===== config.mk =====
export PLATFORM = sky130hd
export DESIGN_NAME = ind_reg_window
export DESIGN_NICKNAME = d
export VERILOG_FILES = /design/src/rtl/ind_reg_window.sv
export SDC_FILE = /design/constraint.sdc
export NUM_CORES = 2
export LEC_CHECK = 0
export CAP_MARGIN = 30
export CORE_MARGIN = 2
export CORE_UTILIZATION = 55
export CTS_BUF_LIST = sky130_fd_sc_hd__clkbuf_8
export DETAILED_ROUTE_END_ITERATION = 10
export DONT_BUFFER_PORTS = 1
export PLACE_DENSITY = 0.7
export SKIP_LAST_GASP = 1
export SLEW_MARGIN = 40
export SYNTH_ARGS = -nofsm -noshare
export SYNTH_HDL_FRONTEND = slang
export SYNTH_SLANG_ARGS = --single-unit

===== constraint.sdc =====
create_clock -name clk -period 3.2 [get_ports clk]
set_input_delay 0.48 -clock clk [delete_from_list [all_inputs] [get_ports clk]]
set_output_delay 0.48 -clock clk [all_outputs]
set_load 0.01 [all_outputs]

===== src/rtl/ind_reg_window.sv =====
module ind_reg_window #(
  parameter int DEPTH = 64
) (
  input  logic        clk,
  input  logic        rst_n,
  input  logic        bus8,
  input  logic        cs,
  input  logic        we,
  input  logic [1:0]  wsel,
  input  logic [3:0]  be,
  input  logic [31:0] wdata,
  output logic [31:0] rdata
);
  localparam int AW = (DEPTH > 1) ? $clog2(DEPTH) : 1;

  logic [15:0] idx;
  logic [7:0]  stage;
  logic [15:0] snap;
  logic [15:0] bank [DEPTH];

  wire          sel_idx = cs && (wsel == 2'd0);
  wire          sel_win = cs && (wsel == 2'd1);
  wire [AW-1:0] slot    = idx[AW-1:0];
  wire [15:0]   cur     = bank[slot];
  wire          step    = sel_win && (bus8 ? be[1] : (be[1] | be[0]));

  always_ff @(posedge clk) begin
    if (!rst_n) begin
      idx   <= '0;
      stage <= '0;
      snap  <= '0;
      for (int i = 0; i < DEPTH; i++) bank[i] <= '0;
    end else begin
      if (sel_idx && we) begin
        if (be[0]) idx[7:0]  <= wdata[7:0];
        if (be[1]) idx[15:8] <= wdata[15:8];
      end else if (step) begin
        idx <= idx + 16'd1;
      end
      if (sel_win && we) begin
        if (!bus8) begin
          if (be[0]) bank[slot][7:0]  <= wdata[7:0];
          if (be[1]) bank[slot][15:8] <= wdata[15:8];
        end else begin
          if (be[1]) bank[slot] <= {wdata[15:8], be[0] ? wdata[7:0] : stage};
          else if (be[0]) stage <= wdata[7:0];
        end
      end
      if (sel_win && !we && bus8 && be[0] && !be[1]) snap <= cur;
    end
  end

  logic [15:0] win_rd;
  always_comb begin
    if (!bus8 || be[0]) win_rd = cur;
    else                win_rd = {snap[15:8], 8'h00};
  end

  assign rdata = (cs && !we && wsel == 2'd0) ? {16'h0000, idx} :
                 (cs && !we && wsel == 2'd1) ? {16'h0000, win_rd} : 32'h0;
endmodule



==> summary.md <==
| Metric | Value |
|---|---|
| Clock network power share | `38.7%` |
| Seq pwr share | `between 50% and 60%` |
| Worst Hold Path EP | `bank[32][8]` |
| Worst hold path class | `in2reg` |
| Sink Count | `1062` |
| CP arrival | `3.21 ns` |
| Yosys top cell area share | `63.4%` |
| Rel. slew slack | `around 40%` |
| Max-slew violation count | `0` |
| Worst-path clk slew | `~0.070 ns` |
| Iteration count of the initial detailed-routing pass | `6` |
| Crit Path Category | `reg2out` |
| Peak supply drop | `~440 µV` |
| Cells taking the most area after synthesis | `edfxtp_1 63%, mux4_2 11%, and2_1 6.6%, nor2_1 4.9%, dfxtp_1 1.6%` |
| Worst EP required | `around 2.7 ns` |
| Layout Area Growth over Synthesis | `16.5%` |
| Synth Register Bits | `1062` |
| Post-synth EDFFs | `between 1000 and 1500` |
| CP Cell Sequence | `buf_12 > buf_12 > mux4_2 > mux4_2 > o22ai_2 > or3_1 > nand3_2` |
| Largest net degree at the start of global routing | `~100` |
| Die width | `between 300 and 400 µm` |
| Area leader, netlist | `edfxtp_1` |
| Combinational power share | `roughly 6.3%` |
| Clock buffer depth | `3` |
| Hold Path Depth | `2` |
| Period utilisation layout | `115%` |
| Cell Area, Synth | `around 0.048 mm²` |
| Vias per std cell | `6.23` |
| Hold_sp | `rst_n` |
| Final hold violation count | `0` |
| RSZ-0062 raised after global routing | `yes` |
| Final setup violation count | `16` |
| Final net count | `around 3800` |
| Gr usage total | `just over 30%` |
| TritonCTS clock tree | `yes` |
| Placement Setup Slack | `about 0.041 ns` |
| CP max-delay cell | `mux4_2` |
| Die area | `roughly 0.09 mm²` |
| WL/cell | `approximately 27 µm` |
| Ys Warns | `0` |
| Status | `complete, but fails checks` |
| Vias in the first global route | `about 32000` |
| Tot Pwr | `about 29 mW` |
| Final Worst Setup Slack | `-0.491 ns` |
| Die H | `between 300 and 400 µm` |
| Core ar. | `between 0.08 and 0.09 mm²` |
| Placer Congestion | `~0.97` |
| Drt drc | `0` |
| Worst R2R Path Depth | `9` |
| Total gr overflow | `0` |
| Top Ports | `75` |
| Hpwl dp | `~86 mm` |
| CP Max Fanout | `15` |
| Global-route wire length before repair | `about 200 mm` |
| Max cap viols | `0` |
| Main synth FF type | `edfxtp_1` |
| Switching Share | `23.5%` |
| Setup TNS | `-5.85 ns` |
| Post-DRT Antenna Nets | `0` |
| P per Cell Area | `508 mW/mm²` |
| Distinct cells, synth | `73` |
| Clock skew | `0.0351 ns` |
| Mapped Cells | `about 3500` |
| Initial antenna violation count | `3` |
| Number of port buffers | `0` |
| Layout cells sized above 1 | `roughly 25%` |
| R2R Path End | `idx[13]` |
| Initial DRC Count | `4180` |
| Psw | `between 6 and 7 mW` |
| Wirelength, routed | `136 mm` |
| Num CTS Buffers | `roughly 170` |
| CTS H-tree depth | `4` |
| Worst setup SP type | `flip-flop` |
| Crit path time final | `around 3.7 ns` |
| Clk_lat worst skew | `roughly 0.86 ns` |
| Starting Density | `between 50% and 60%` |
| Worst path max stage delay | `0.51 ns` |
| Fmax | `between 200 and 300 MHz` |
| Filler instances | `between 6000 and 7000` |
| Clk root buf | `clkbuf_8` |
| R2R setup slack | `~0.61 ns` |
| Num rows | `~110` |
| Internal power | `21.9 mW` |
| Worst-margin pin slew | `approximately 0.90 ns` |
| Worst setup EP type | `output port` |
| Ys async rst share | `0%` |
| Seq/Total Area, Yosys | `about 65%` |
| Failing checks | `setup timing` |
| LEAKAGE | `slightly above 20 nW` |
| Total number of vias | `between 30000 and 40000` |
| RR Startpoint | `idx[5]` |
| Mean Syn Cell Area | `around 14 µm²` |
## flip-flops by register name, summed over array words and instances, names as in the netlist, named ones only
name and flops:
stage 8, idx 16, bank 1024, snap 8
## layout make-up
| type | count | area, µm² | share of cell area (%) |
|---|---|---|---|
| sequential | 1062 | 31500 | 55.8 |
| multi-input combinational | 2149 | 16400 | 29.0 |
| timing repair buffer | 389 | 3910 | 6.93 |
| clock buffer | 173 | 2380 | 4.22 |
| tap | 1155 | 1450 | 2.56 |
| clock inverter | 148 | 825 | 1.46 |
| inverter | 7 | 26.3 | 0.0465 |
| antenna | 3 | 7.51 | 0.0133 |
## cell usage in the layout, fill, tap and decap left out, types with 12 or more instances in the layout
cell,n
mux4_2,227
nor2_2,12
clkinv_2,20
dfxtp_1,33
nand2_1,173
edfxtp_1,1024
o21ai_1,17
and2_1,508
o22ai_1,41
nor2_1,620
inv_1,64
mux2i_1,54
buf_16,17
clkbuf_8,173
buf_6,17
nand3_1,28
mux2_2,36
nand4_1,29
o21ai_0,70
a22oi_1,17
a21oi_1,25
and3_1,17
nor2b_1,14
clkinv_1,48
buf_12,32
buf_4,300
dlygate4sd3_1,12
o22ai_2,13
conb_1,16
## cell usage after synthesis (14+ instances only)
master    number
o21ai_0       78
buf_2         39
a22oi_1       26
buf_4         33
nor3_1        14
and2_1       509
and3_1        17
mux4_2       227
edfxtp_1    1024
o22ai_1       58
nand2_1      177
nand4_1       29
nor2b_1       15
dfxtp_1       38
nand3_1       35
clkbuf_1     192
a21oi_1       25
nor2_1       627
mux2_2        36
mux2i_1       69
## metal layers
layer	vias to the layer above	GRT usage [%]	part of all wire [%]
li1	13492	-	-
met2	1988	47.8	47
met5	-	0	0
met3	413	7.62	12
met1	15802	39.5	36
met4	0	14.7	4.7
## through the flow
stage	std cells	utilization, %	area, µm²	hold slack, ns
after floorplan	3506	-	48500	0.426
after global placement	4665	58.9	51200	0.438
after detailed placement	4665	58.9	51200	0.450
after CTS	5062	64.3	55900	0.00318
after global routing	5084	64.9	56500	0.0529
final	5086	64.9	56500	0.0408
## worst max-delay path by stage
stage                        end  slack, ns  cells past startpoint
CTS                     rdata[1]      -0.49                      9
finish                  rdata[2]      -0.49                      7
detailed placement      rdata[9]       0.04                      9
global placement        rdata[9]      0.003                      9
global route            rdata[2]      -0.52                      7
floorplan           bank[26][10]       0.44                      7
## critical path, delay by kind of cell, from the launching register on
kind | cells | cell delay [ns]
simple gates | 2 | 0.36
buf+inv | 2 | 0.39
compound gates | 1 | 0.23
flops | 1 | 0.37
mux | 2 | 1.00
## power groups by stage
stage / Sequential (mW) / Combinational (mW) / Clock [mW]
6_report: 15.8 / 1.82 / 11.1
5_1_grt: 15.8 / 1.89 / 11.8
4_1_cts: 15.8 / 1.73 / 11.2
3_5_place_dp: 16.1 / 1.41 / 0
3_3_place_gp: 16.1 / 1.37 / 0
2_1_floorplan: 16.0 / 1.02 / 0
## cell families (layout without fill, tap and decap cells)
family	Yosys count	in the layout	synth area share, %
buffers and inverters	295	717	2.83
DFF	1062	1062	65.0
muxes	332	332	12.8
and+or+nand+nor	1504	1504	15.3
other	1	19	0.00773
adders and majority gates	1	1	0.0258
AOI/OAI and AO/OA	296	296	4.00
## repair_timing
action	4_1_cts	5_1_grt
gates cloned	6	4
setup endpoints to repair	16	16
hold endpoints to repair	683	0
setup buffers	51	19
hold buffers	21	0
resized for setup	87	72
pin swaps	20	29
Note: power is estimated with default switching activity, not from simulation.
